[config.mk]
export PLATFORM = sky130hd
export DESIGN_NAME = mbt_frame_tx
export DESIGN_NICKNAME = d
export VERILOG_FILES = /design/src/rtl/mbt_pkg.sv /design/src/rtl/mbt_half_timer.sv /design/src/rtl/mbt_crc16.sv /design/src/rtl/mbt_word_seq.sv /design/src/rtl/mbt_frame_tx.sv
export SDC_FILE = /design/constraint.sdc
export NUM_CORES = 2
export LEC_CHECK = 0
export BUFFER_PORTS_ARGS = -buffer_cell sky130_fd_sc_hd__buf_2
export CORE_AREA = 2 2 751 753
export DETAILED_ROUTE_END_ITERATION = 12
export DIE_AREA = 0 0 753 755
export HOLD_SLACK_MARGIN = 0.1
export PLACE_DENSITY = 0.41
export SYNTH_ARGS = -nofsm -noshare
export SYNTH_HDL_FRONTEND = slang
export SYNTH_SLANG_ARGS = --single-unit
[constraint.sdc]
create_clock -name clk_i -period 4.72 [get_ports clk_i]
set_input_delay 0.472 -clock clk_i [delete_from_list [all_inputs] [get_ports clk_i]]
set_output_delay 0.472 -clock clk_i [all_outputs]
set_load 0.005 [all_outputs]
[src/rtl/mbt_pkg.sv]
package mbt_pkg;
  localparam int unsigned WORD_W        = 16;
  localparam int unsigned WORDS_PER_BLK = 8;
  localparam int unsigned BLK_BITS      = WORD_W * WORDS_PER_BLK;
  localparam logic [15:0] SYNC_WORD     = 16'h0564;
  localparam logic [15:0] CRC_POLY      = 16'h3D65;

  typedef enum logic [1:0] {
    WK_IDLE,
    WK_SYNC,
    WK_DATA,
    WK_CRC
  } word_kind_e;

  function automatic logic [15:0] crc_step(input logic [15:0] c, input logic b);
    logic fb;
    fb = c[15] ^ b;
    return {c[14:0], 1'b0} ^ (fb ? CRC_POLY : 16'h0000);
  endfunction
endpackage

[src/rtl/mbt_half_timer.sv]
module mbt_half_timer #(
  parameter int unsigned HALF_CYC = 2
) (
  input  logic clk_i,
  input  logic rst_ni,
  input  logic go_i,
  input  logic run_i,
  output logic half_o,
  output logic bit_end_o
);
  localparam int unsigned CW = (HALF_CYC > 1) ? $clog2(HALF_CYC) : 1;
  localparam logic [CW-1:0] LAST = CW'(HALF_CYC - 1);

  logic [CW-1:0] hcnt_q;
  logic          half_q;

  always_ff @(posedge clk_i or negedge rst_ni) begin
    if (!rst_ni) begin
      hcnt_q <= '0;
      half_q <= 1'b0;
    end else if (go_i) begin
      hcnt_q <= '0;
      half_q <= 1'b0;
    end else if (run_i) begin
      if (hcnt_q == LAST) begin
        hcnt_q <= '0;
        half_q <= ~half_q;
      end else begin
        hcnt_q <= hcnt_q + 1'b1;
      end
    end
  end

  assign half_o    = half_q;
  assign bit_end_o = run_i & half_q & (hcnt_q == LAST);

  p_hcnt_bound_r8: assert property (@(posedge clk_i) disable iff (!rst_ni)
    hcnt_q <= LAST);
  p_half_hold_r8: assert property (@(posedge clk_i) disable iff (!rst_ni)
    (run_i && !go_i && hcnt_q != LAST) |=> $stable(half_q));
endmodule

[src/rtl/mbt_crc16.sv]
module mbt_crc16
  import mbt_pkg::*;
(
  input  logic        clk_i,
  input  logic        rst_ni,
  input  logic        clr_i,
  input  logic        en_i,
  input  logic        bit_i,
  output logic [15:0] crc_o
);
  logic [15:0] crc_q;

  always_ff @(posedge clk_i or negedge rst_ni) begin
    if (!rst_ni)    crc_q <= '0;
    else if (clr_i) crc_q <= '0;
    else if (en_i)  crc_q <= crc_step(crc_q, bit_i);
  end

  assign crc_o = crc_q;

  p_hold_idle_r7: assert property (@(posedge clk_i) disable iff (!rst_ni)
    (!clr_i && !en_i) |=> $stable(crc_q));
endmodule

[src/rtl/mbt_word_seq.sv]
module mbt_word_seq
  import mbt_pkg::*;
#(
  parameter int unsigned MAX_BLK = 15,
  localparam int unsigned BW     = $clog2(MAX_BLK)
) (
  input  logic          clk_i,
  input  logic          rst_ni,
  input  logic          go_i,
  input  logic          adv_i,
  input  logic [BW-1:0] last_blk_i,
  output word_kind_e    kind_o,
  output logic [BW-1:0] blk_o,
  output logic [2:0]    word_o,
  output logic [3:0]    bit_o,
  output logic          frame_end_o
);
  word_kind_e    kind_q;
  logic [BW-1:0] blk_q;
  logic [2:0]    word_q;
  logic [3:0]    bit_q;
  logic          word_end;

  assign word_end    = adv_i & (bit_q == 4'd0);
  assign frame_end_o = word_end & (kind_q == WK_CRC) & (blk_q == last_blk_i);

  always_ff @(posedge clk_i or negedge rst_ni) begin
    if (!rst_ni) begin
      kind_q <= WK_IDLE;
      blk_q  <= '0;
      word_q <= '0;
      bit_q  <= 4'd15;
    end else if (go_i) begin
      kind_q <= WK_SYNC;
      blk_q  <= '0;
      word_q <= '0;
      bit_q  <= 4'd15;
    end else if (adv_i) begin
      bit_q <= bit_q - 4'd1;
      if (word_end) begin
        bit_q <= 4'd15;
        case (kind_q)
          WK_SYNC: begin
            kind_q <= WK_DATA;
            word_q <= '0;
          end
          WK_DATA: begin
            if (word_q == 3'(WORDS_PER_BLK - 1)) kind_q <= WK_CRC;
            else                                 word_q <= word_q + 3'd1;
          end
          WK_CRC: begin
            if (blk_q == last_blk_i) begin
              kind_q <= WK_IDLE;
            end else begin
              kind_q <= WK_DATA;
              blk_q  <= blk_q + 1'b1;
              word_q <= '0;
            end
          end
          default: kind_q <= WK_IDLE;
        endcase
      end
    end
  end

  assign kind_o = kind_q;
  assign blk_o  = blk_q;
  assign word_o = word_q;
  assign bit_o  = bit_q;

  p_sync_first_r4: assert property (@(posedge clk_i) disable iff (!rst_ni)
    go_i |=> (kind_q == WK_SYNC && bit_q == 4'd15));
  p_blk_bound_r5: assert property (@(posedge clk_i) disable iff (!rst_ni)
    (kind_q != WK_IDLE) |-> (blk_q <= last_blk_i));
  p_crc_after_r7_r7: assert property (@(posedge clk_i) disable iff (!rst_ni)
    (word_end && kind_q == WK_DATA && word_q == 3'd7) |=> kind_q == WK_CRC);
endmodule

[src/rtl/mbt_frame_tx.sv]
module mbt_frame_tx
  import mbt_pkg::*;
#(
  parameter int unsigned HALF_CYC = 2,
  parameter int unsigned MAX_BLK  = 15,
  localparam int unsigned CW      = $clog2(MAX_BLK + 1),
  localparam int unsigned BW      = $clog2(MAX_BLK)
) (
  input  logic                        clk_i,
  input  logic                        rst_ni,
  input  logic                        start_i,
  input  logic [CW-1:0]               blk_cnt_i,
  input  logic [MAX_BLK*BLK_BITS-1:0] blk_data_i,
  output logic                        line_o,
  output logic                        busy_o
);
  logic                busy_q;
  logic [BW-1:0]       last_q;
  logic [BLK_BITS-1:0] data_q [MAX_BLK];

  logic          go;
  logic [CW-1:0] cnt_eff;
  logic          half, bit_end, frame_end;
  word_kind_e    kind;
  logic [BW-1:0] blk;
  logic [2:0]    word;
  logic [3:0]    bit_idx;
  logic [15:0]   crc;
  logic [15:0]   cur_word;
  logic          cur_bit;

  assign go = start_i & ~busy_q;

  always_comb begin
    if (blk_cnt_i == '0)                      cnt_eff = CW'(1);
    else if (blk_cnt_i > CW'(MAX_BLK))        cnt_eff = CW'(MAX_BLK);
    else                                      cnt_eff = blk_cnt_i;
  end

  always_ff @(posedge clk_i or negedge rst_ni) begin
    if (!rst_ni) begin
      busy_q <= 1'b0;
      last_q <= '0;
    end else if (go) begin
      busy_q <= 1'b1;
      last_q <= BW'(cnt_eff - CW'(1));
    end else if (frame_end) begin
      busy_q <= 1'b0;
    end
  end

  for (genvar g = 0; g < MAX_BLK; g++) begin : g_cap
    always_ff @(posedge clk_i or negedge rst_ni) begin
      if (!rst_ni)  data_q[g] <= '0;
      else if (go)  data_q[g] <= blk_data_i[g*BLK_BITS +: BLK_BITS];
    end
  end

  mbt_half_timer #(.HALF_CYC(HALF_CYC)) u_timer (
    .clk_i     (clk_i),
    .rst_ni    (rst_ni),
    .go_i      (go),
    .run_i     (busy_q),
    .half_o    (half),
    .bit_end_o (bit_end)
  );

  mbt_word_seq #(.MAX_BLK(MAX_BLK)) u_seq (
    .clk_i       (clk_i),
    .rst_ni      (rst_ni),
    .go_i        (go),
    .adv_i       (bit_end),
    .last_blk_i  (last_q),
    .kind_o      (kind),
    .blk_o       (blk),
    .word_o      (word),
    .bit_o       (bit_idx),
    .frame_end_o (frame_end)
  );

  always_comb begin
    case (kind)
      WK_SYNC: cur_word = SYNC_WORD;
      WK_DATA: cur_word = data_q[blk][{word, 4'b0000} +: WORD_W];
      WK_CRC:  cur_word = ~crc;
      default: cur_word = '0;
    endcase
  end

  assign cur_bit = cur_word[bit_idx];

  mbt_crc16 u_crc (
    .clk_i  (clk_i),
    .rst_ni (rst_ni),
    .clr_i  (go | (bit_end & (kind == WK_CRC) & (bit_idx == 4'd0))),
    .en_i   (bit_end & (kind == WK_DATA)),
    .bit_i  (cur_bit),
    .crc_o  (crc)
  );

  // first half carries the bit value, second half its complement
  assign line_o = busy_q & (cur_bit ^ half);
  assign busy_o = busy_q;

  p_start_busy_r1: assert property (@(posedge clk_i) disable iff (!rst_ni)
    go |=> busy_q);
  p_ignore_busy_r2: assert property (@(posedge clk_i) disable iff (!rst_ni)
    (busy_q && start_i) |=> $stable(last_q));
  p_idle_low_r3: assert property (@(posedge clk_i) disable iff (!rst_ni)
    !busy_q |-> !line_o);
  p_mid_toggle_r8: assert property (@(posedge clk_i) disable iff (!rst_ni)
    (busy_q && $rose(half)) |-> (line_o != $past(line_o)));
  p_crc_fresh_r7: assert property (@(posedge clk_i) disable iff (!rst_ni)
    (kind == WK_DATA && word == 3'd0 && bit_idx == 4'd15) |-> (crc == 16'h0000));
  p_busy_kind_r9: assert property (@(posedge clk_i) disable iff (!rst_ni)
    busy_q == (kind != WK_IDLE));
endmodule

; Word-level counts from Yosys, hierarchy flattened
; Index checks and enable logic that the tools add are counted.
[word_totals]
regBits = 1956
out_inout_bits = 2
word_cells = 113
[op_classes]
add_sub_neg = 5
magnitude_cmp = 3
eq_ne = 9
shifts = 1
muxes = 39
bitwise = 18
reduce_logical = 14
[ops]
columns = cell, count
row1 = binary-select mux 128 bit (select 4 bit), 1
row2 = 2-to-1 mux 128 bit, 2
row3 = variable part select 128 x 8 -> 16 bit, 1
row4 = case mux 16 bit (3 select lines), 1
row5 = 2-to-1 mux 4 bit, 10
row6 = 2-to-1 mux 16 bit, 2
row7 = NOT 16 bit, 1
row8 = XOR 16 bit, 1
row9 = 2-to-1 mux 3 bit, 5
row10 = 2-to-1 mux 14 bit, 1
row11 = nonzero test 2 bit, 7
row12 = bitwise AND 1 bit, 10
row13 = 2-to-1 mux 2 bit, 5
row14 = 2-to-1 mux 1 bit, 9
row15 = case mux 3 bit (3 select lines), 1
row16 = logical NOT 4 bit, 2
row17 = subtractor 4 x 1 -> 4 bit (second input constant), 2
row18 = inequality test 3 bit (second input constant), 2
row19 = case mux 2 bit (3 select lines), 1
row20 = greater-or-equal comparator 5 bit (second input constant), 1
row21 = < comparator 4 x 5 -> 1 bit (second input constant), 1
row22 = NOT 4 -> 5 bit, 1
row23 = AND reduction 5 bit, 1
row24 = adder 4 x 1 -> 4 bit (second input constant), 1
row25 = 17 further kinds, 20

; Depth between registers and ports, before layout
[logic_depth]
ltp_word = 13
ltp_mapped = 18

; Hierarchy
; Synthesis repeated with hierarchy kept, for this count alone.
[unflattened]
hier_cells = 10012
area_unflattened_um2 = 90108.9
[by_module_without_submodules]
columns = module, instances, cells_per_inst, area_per_inst_um2, seq_area_each_um2
row1 = mbt_frame_tx, 1, 9826, 88269.7, 48171.2
row2 = mbt_word_seq, 1, 98, 934.6, 330.3
row3 = mbt_crc16, 1, 80, 808.3, 400.4
row4 = mbt_half_timer, 1, 8, 96.3, 50.0

; Worst setup path before layout
; Ideal clock, no wire load.
[synth_path]
path_type = reg2out
from = register u_seq.blk_q[0], in the netlist u_seq.blk_o[0]
to = output line_o
arrival_time_ns = 2.935
setup_slack_ns = 1.313
stages_incl_launch_ff = 13
path_cell_list = dfrtp_1 -> buf_6 -> buf_2 -> mux4_2 -> mux4_2 -> a22oi_1 -> nand2_1 -> a221oi_1 -> a2111o_1 -> o211ai_2 -> buf_6 -> xor2_1 -> and2_1
[synth_between]
elab_chain_cells = 10
[synth_rtl]
columns = element, line_no
row1 = "start, declared", mbt_word_seq.sv:19  ; logic [BW-1:0] blk_q;
row2 = "start signal, assigned", mbt_word_seq.sv:56  ; blk_q <= blk_q + 1'b1;
row3 = NOT 4 -> 5 bit (not written as such), mbt_frame_tx.sv:84  ; WK_DATA: cur_word = data_q[blk][{word, 4'b0000} +: WORD_W];
row4 = binary-select mux 128 bit (select 4 bit), mbt_frame_tx.sv:84
row5 = 2-to-1 mux 128 bit (not written as such) (2 in a row), mbt_frame_tx.sv:84
row6 = variable part select 128 x 8 -> 16 bit, mbt_frame_tx.sv:84
row7 = case mux 16 bit (3 select lines), mbt_frame_tx.sv:82  ; case (kind)
row8 = binary-select mux 1 bit (select 4 bit), mbt_frame_tx.sv:90  ; assign cur_bit = cur_word[bit_idx];
row9 = 2-to-1 mux 1 bit (not written as such), mbt_frame_tx.sv:90
row10 = XOR 1 bit, mbt_frame_tx.sv:102  ; assign line_o = busy_q & (cur_bit ^ half);
row11 = bitwise AND 1 bit, mbt_frame_tx.sv:102
row12 = "end, declared", mbt_frame_tx.sv:14  ; output logic line_o,
; Every way passes these cells. The select of a mux whose other input is x is not followed.

; Worst setup path after layout
; Same ends and word-level chain as after synthesis.

==> flow_summary_export.csv <==
group,metric,value,unit
route,route.detailed.drc,0,
cts,cts_made_buffers,243,
yosys,synth_cell_types,71,
timing,rsz0062_at_grt,"true",
yosys,synth_flop_cell,"dfrtp_1",
yosys,syn-num-nets,11803,
outcome,status,"complete, but fails checks",
critical_path,crit_required,4250,ps
timing,skew,96.6,ps
place,gp_congestion,0.893,
global_route,grt_usage,22.1,%
global_route,overflow,0,
global_route,grt_pass1_vias,94078,
die,coreArea,560000,um2
cts,cts-htree-levels,4,
critical_path,r2r-end,"u_crc.crc_o[0]",
timing,whs,210,ps
route,drt_iter0_markers,7959,
final_layout,fillers,60377,
timing,setup_viol,1,
final_layout,multi_input_area,38800,um2
place,hpwlAfterDp,513,mm
critical_path,endpoint_kind,"output port",
route,routedWlPerCell,30.0,um
yosys,ys_async_sr_fraction,100,%
final_layout,drive_gt1_share,24.6,%
die,fp-row-count,275,
cts,clock-sinks,1956,
yosys,yosys.cell_count.top_type,"nand2_1",
timing,hold_viol,0,
yosys,synthTopCellsByCount,"5,786 x nand2_1, 1,952 x dfrtp_1, 471 x clkbuf_1",
critical_path,max_stage_delay,800,ps
route,vias,92091,
yosys,yosysWarnings,0,
final_layout,synthToLayoutAreaGrowth,58.6,%
yosys,syn-instance-count,9871,
cts,clockRootBuffer,"clkbuf_16",
min_path,worstHoldEndpoint,"data_q[1654]",
cts,clk_pin_slew,70,ps
cts,cts_buffer_depth,4,
yosys,synth_edf_count,0,
die,start_util,16.0,%
min_path,holdPathStages,4,
yosys,netlist_area,89800,um2
critical_path,cp_slowest_cell,"a2111oi_4",
critical_path,critPathKind,"register to output port",
route,highest_layer,"met5",
critical_path,path_buf_inv,6,
outcome,failed_checks,"negative setup slack",
critical_path,r2r_setup_slack,320,ps
power_and_ir_drop,vdd_ir_drop_max,0.329,mV
cts,cts_tree,"yes",
critical_path,regToRegStartpoint,"u_seq.blk_o[0]",
critical_path,reg2reg_depth,14,
power_and_ir_drop,powerDensity,464,nW/um2
global_route,grt_max_degree,158,
yosys,synth_largest_area_cell,"dfrtp_1",
die,num_io_pins,1929,
route,via_per_inst,4.22,
route,wl_met3,41.7,mm
min_path,min_from,"blk_data_i[374]",
run,cap_violations,0,
power_and_ir_drop,leakagePower,69.4,nW
die,die_height,755,um
global_route,grt_pass1_wl,856,mm
timing,max_slew.worst_pin.slew,1150,ps
timing,slew_viol_final,0,
final_layout,nets,15920,
critical_path,crit_fanout,7,
critical_path,cp-start-kind,"register",
timing,period_share,123,%
route,antenna_left,0,
route,wl_met1,296,mm
timing,fin_setup_tns,-1090,ps
critical_path,path_cells,"buf_12 > buf_16 > buf_16 > mux4_2 > mux4_2 > a2111oi_4 > buf_4 > o22ai_2 > a32oi_2 > buf_4 > o211ai_4 > xor2_4 > and2_4 > buf_12",
yosys,ys_top_cells_by_area,"dfrtp_1 54%, nand2_1 24%, mux4_2 8.7%, mux2i_1 3.0%, clkbuf_1 2.0%",
critical_path,cp_top_family,"compound AO/OA/AOI/OAI gates",
yosys,syn_avg_cell_area,9.10,um2
route,firstDrtPassIters,8,
timing,fmax,172,MHz
critical_path,crit_arrival,5340,ps
yosys,ys_ff_latch,1956,
route,routed_wl,655,mm
route,wl_met2,279,mm
final_layout,seqCellArea,49000,um2
min_path,hp-class,"primary input to register",
timing,timing.slew.headroom,22.4,%
timing,layout_setup_ws,-1090,ps
die,die-area,569000,um2
yosys,netlist.area_leader.share,54.4,%
timing,min_period,5810,ps
cts,clkLatencyLatePin,960,ps
global_route,antenna_found_initial,414,
yosys,seq_area_frac_synth,54.5,%
place,portBuffers,1928,
die,fp.dieW,753,um
==> tightest hold or removal path: stages <==
cell and delay (ps):
dlygate4sd3_1 520, buf_2 90, nand2_1 50, nand2_1 50
==> per-layer routing <==
layer	global-route usage, %	vias up
met3	4.61	1382
met2	33.1	3984
met1	30.3	46047
met5	0	-
li1	-	40428
met4	10.3	250
==> how the worst max path moves through the flow <==
stage	start	end	cells past startpoint
final	u_seq.blk_o[0]	line_o	14
after CTS	u_seq.blk_o[0]	line_o	17
after detailed placement	u_seq.blk_o[0]	line_o	17
after global routing	u_seq.blk_o[1]	line_o	17
after global placement	u_seq.blk_o[0]	line_o	17
after floorplan	u_seq.blk_o[0]	line_o	12
==> what timing repair did <==
item | 4_1_cts | 5_1_grt
pin swaps | 18 | 23
setup buffers | 23 | 35
gates cloned | 13 | 11
endpoints found under the setup margin | 10 | 1
endpoints found under the hold margin | 2021 | 0
hold buffers | 1988 | 0
resized for setup | 151 | 85
==> flip-flops by register name, summed over array words and instances (netlist names) <==
register and cells:
busy_o 1, data_q 1920, last_q 4, u_seq.word_o 3, u_timer.hcnt_q 1, u_crc.crc_o 16, u_timer.half_o 1, u_seq.blk_o 4
u_seq.bit_o 4, u_seq.kind_o 2
==> stage by stage <==
step | power (mW) | cell area (um2) | utilization [%] | cells | setup WS (ps)
floorplan | 29.2 | 89800 | - | 9871 | 1310
global placement | 42.9 | 111000 | 19.9 | 19156 | -1870
detailed placement | 42.9 | 111000 | 19.9 | 19156 | -1730
CTS | 66.2 | 141000 | 25.2 | 21628 | -1320
global route | 68.7 | 142000 | 25.4 | 21768 | -1170
finish | 66.1 | 142000 | 25.4 | 21844 | -1090
==> power by group <==
part	total [mW]	switching, mW	leakage [nW]	internal (mW)
clock network	20.0	8.45	4.12	11.6
registers	20.6	1.81	24.6	18.8
logic	25.5	15.2	40.6	10.3
total	66.1	25.4	69.4	40.7
==> cells in the final DEF, fill, tap and decap left out, types with 22 or more instances in the layout <==
| cell | count |
|---|---|
| nand2_1 | 5781 |
| dlygate4sd3_1 | 1988 |
| dfrtp_1 | 1945 |
| buf_2 | 1926 |
| buf_4 | 443 |
| mux4_2 | 345 |
| mux2i_1 | 254 |
| clkbuf_16 | 253 |
| diode_2 | 174 |
| buf_12 | 103 |
| o21ai_0 | 93 |
| clkbuf_8 | 70 |
| nor2_1 | 65 |
| a21oi_1 | 53 |
| inv_1 | 48 |
| a22oi_1 | 46 |
| clkbuf_1 | 45 |
| o221ai_1 | 43 |
| mux2_2 | 38 |
| a221oi_1 | 37 |
| nand3_1 | 37 |
| clkinv_2 | 34 |
| o21ai_1 | 28 |
| o211ai_1 | 27 |
| a22o_1 | 24 |
| nor3_1 | 22 |
==> cell families after synthesis <==
kind of cell	Yosys count	synth area share [%]
multiplexers	655	12.2
buffers and inverters	704	3.49
flip-flops	1956	54.5
AND/OR/NAND/NOR	5996	25.4
XOR/XNOR	29	0.283
AO/OA/AOI/OAI	526	4.15
adder cells (fa/ha/maj)	5	0.0696
==> final cells by class <==
type | count | area share (%)
Clock buffer | 358 | 5.06
Clock inverter | 90 | 0.849
Multi-Input combinational cell | 7212 | 27.2
Tap cell | 7479 | 6.57
Sequential cell | 1956 | 34.4
Inverter | 56 | 0.155
Antenna cell | 174 | 0.306
Timing Repair Buffer | 4519 | 25.4
Note: power is estimated with default switching activity, not from simulation.
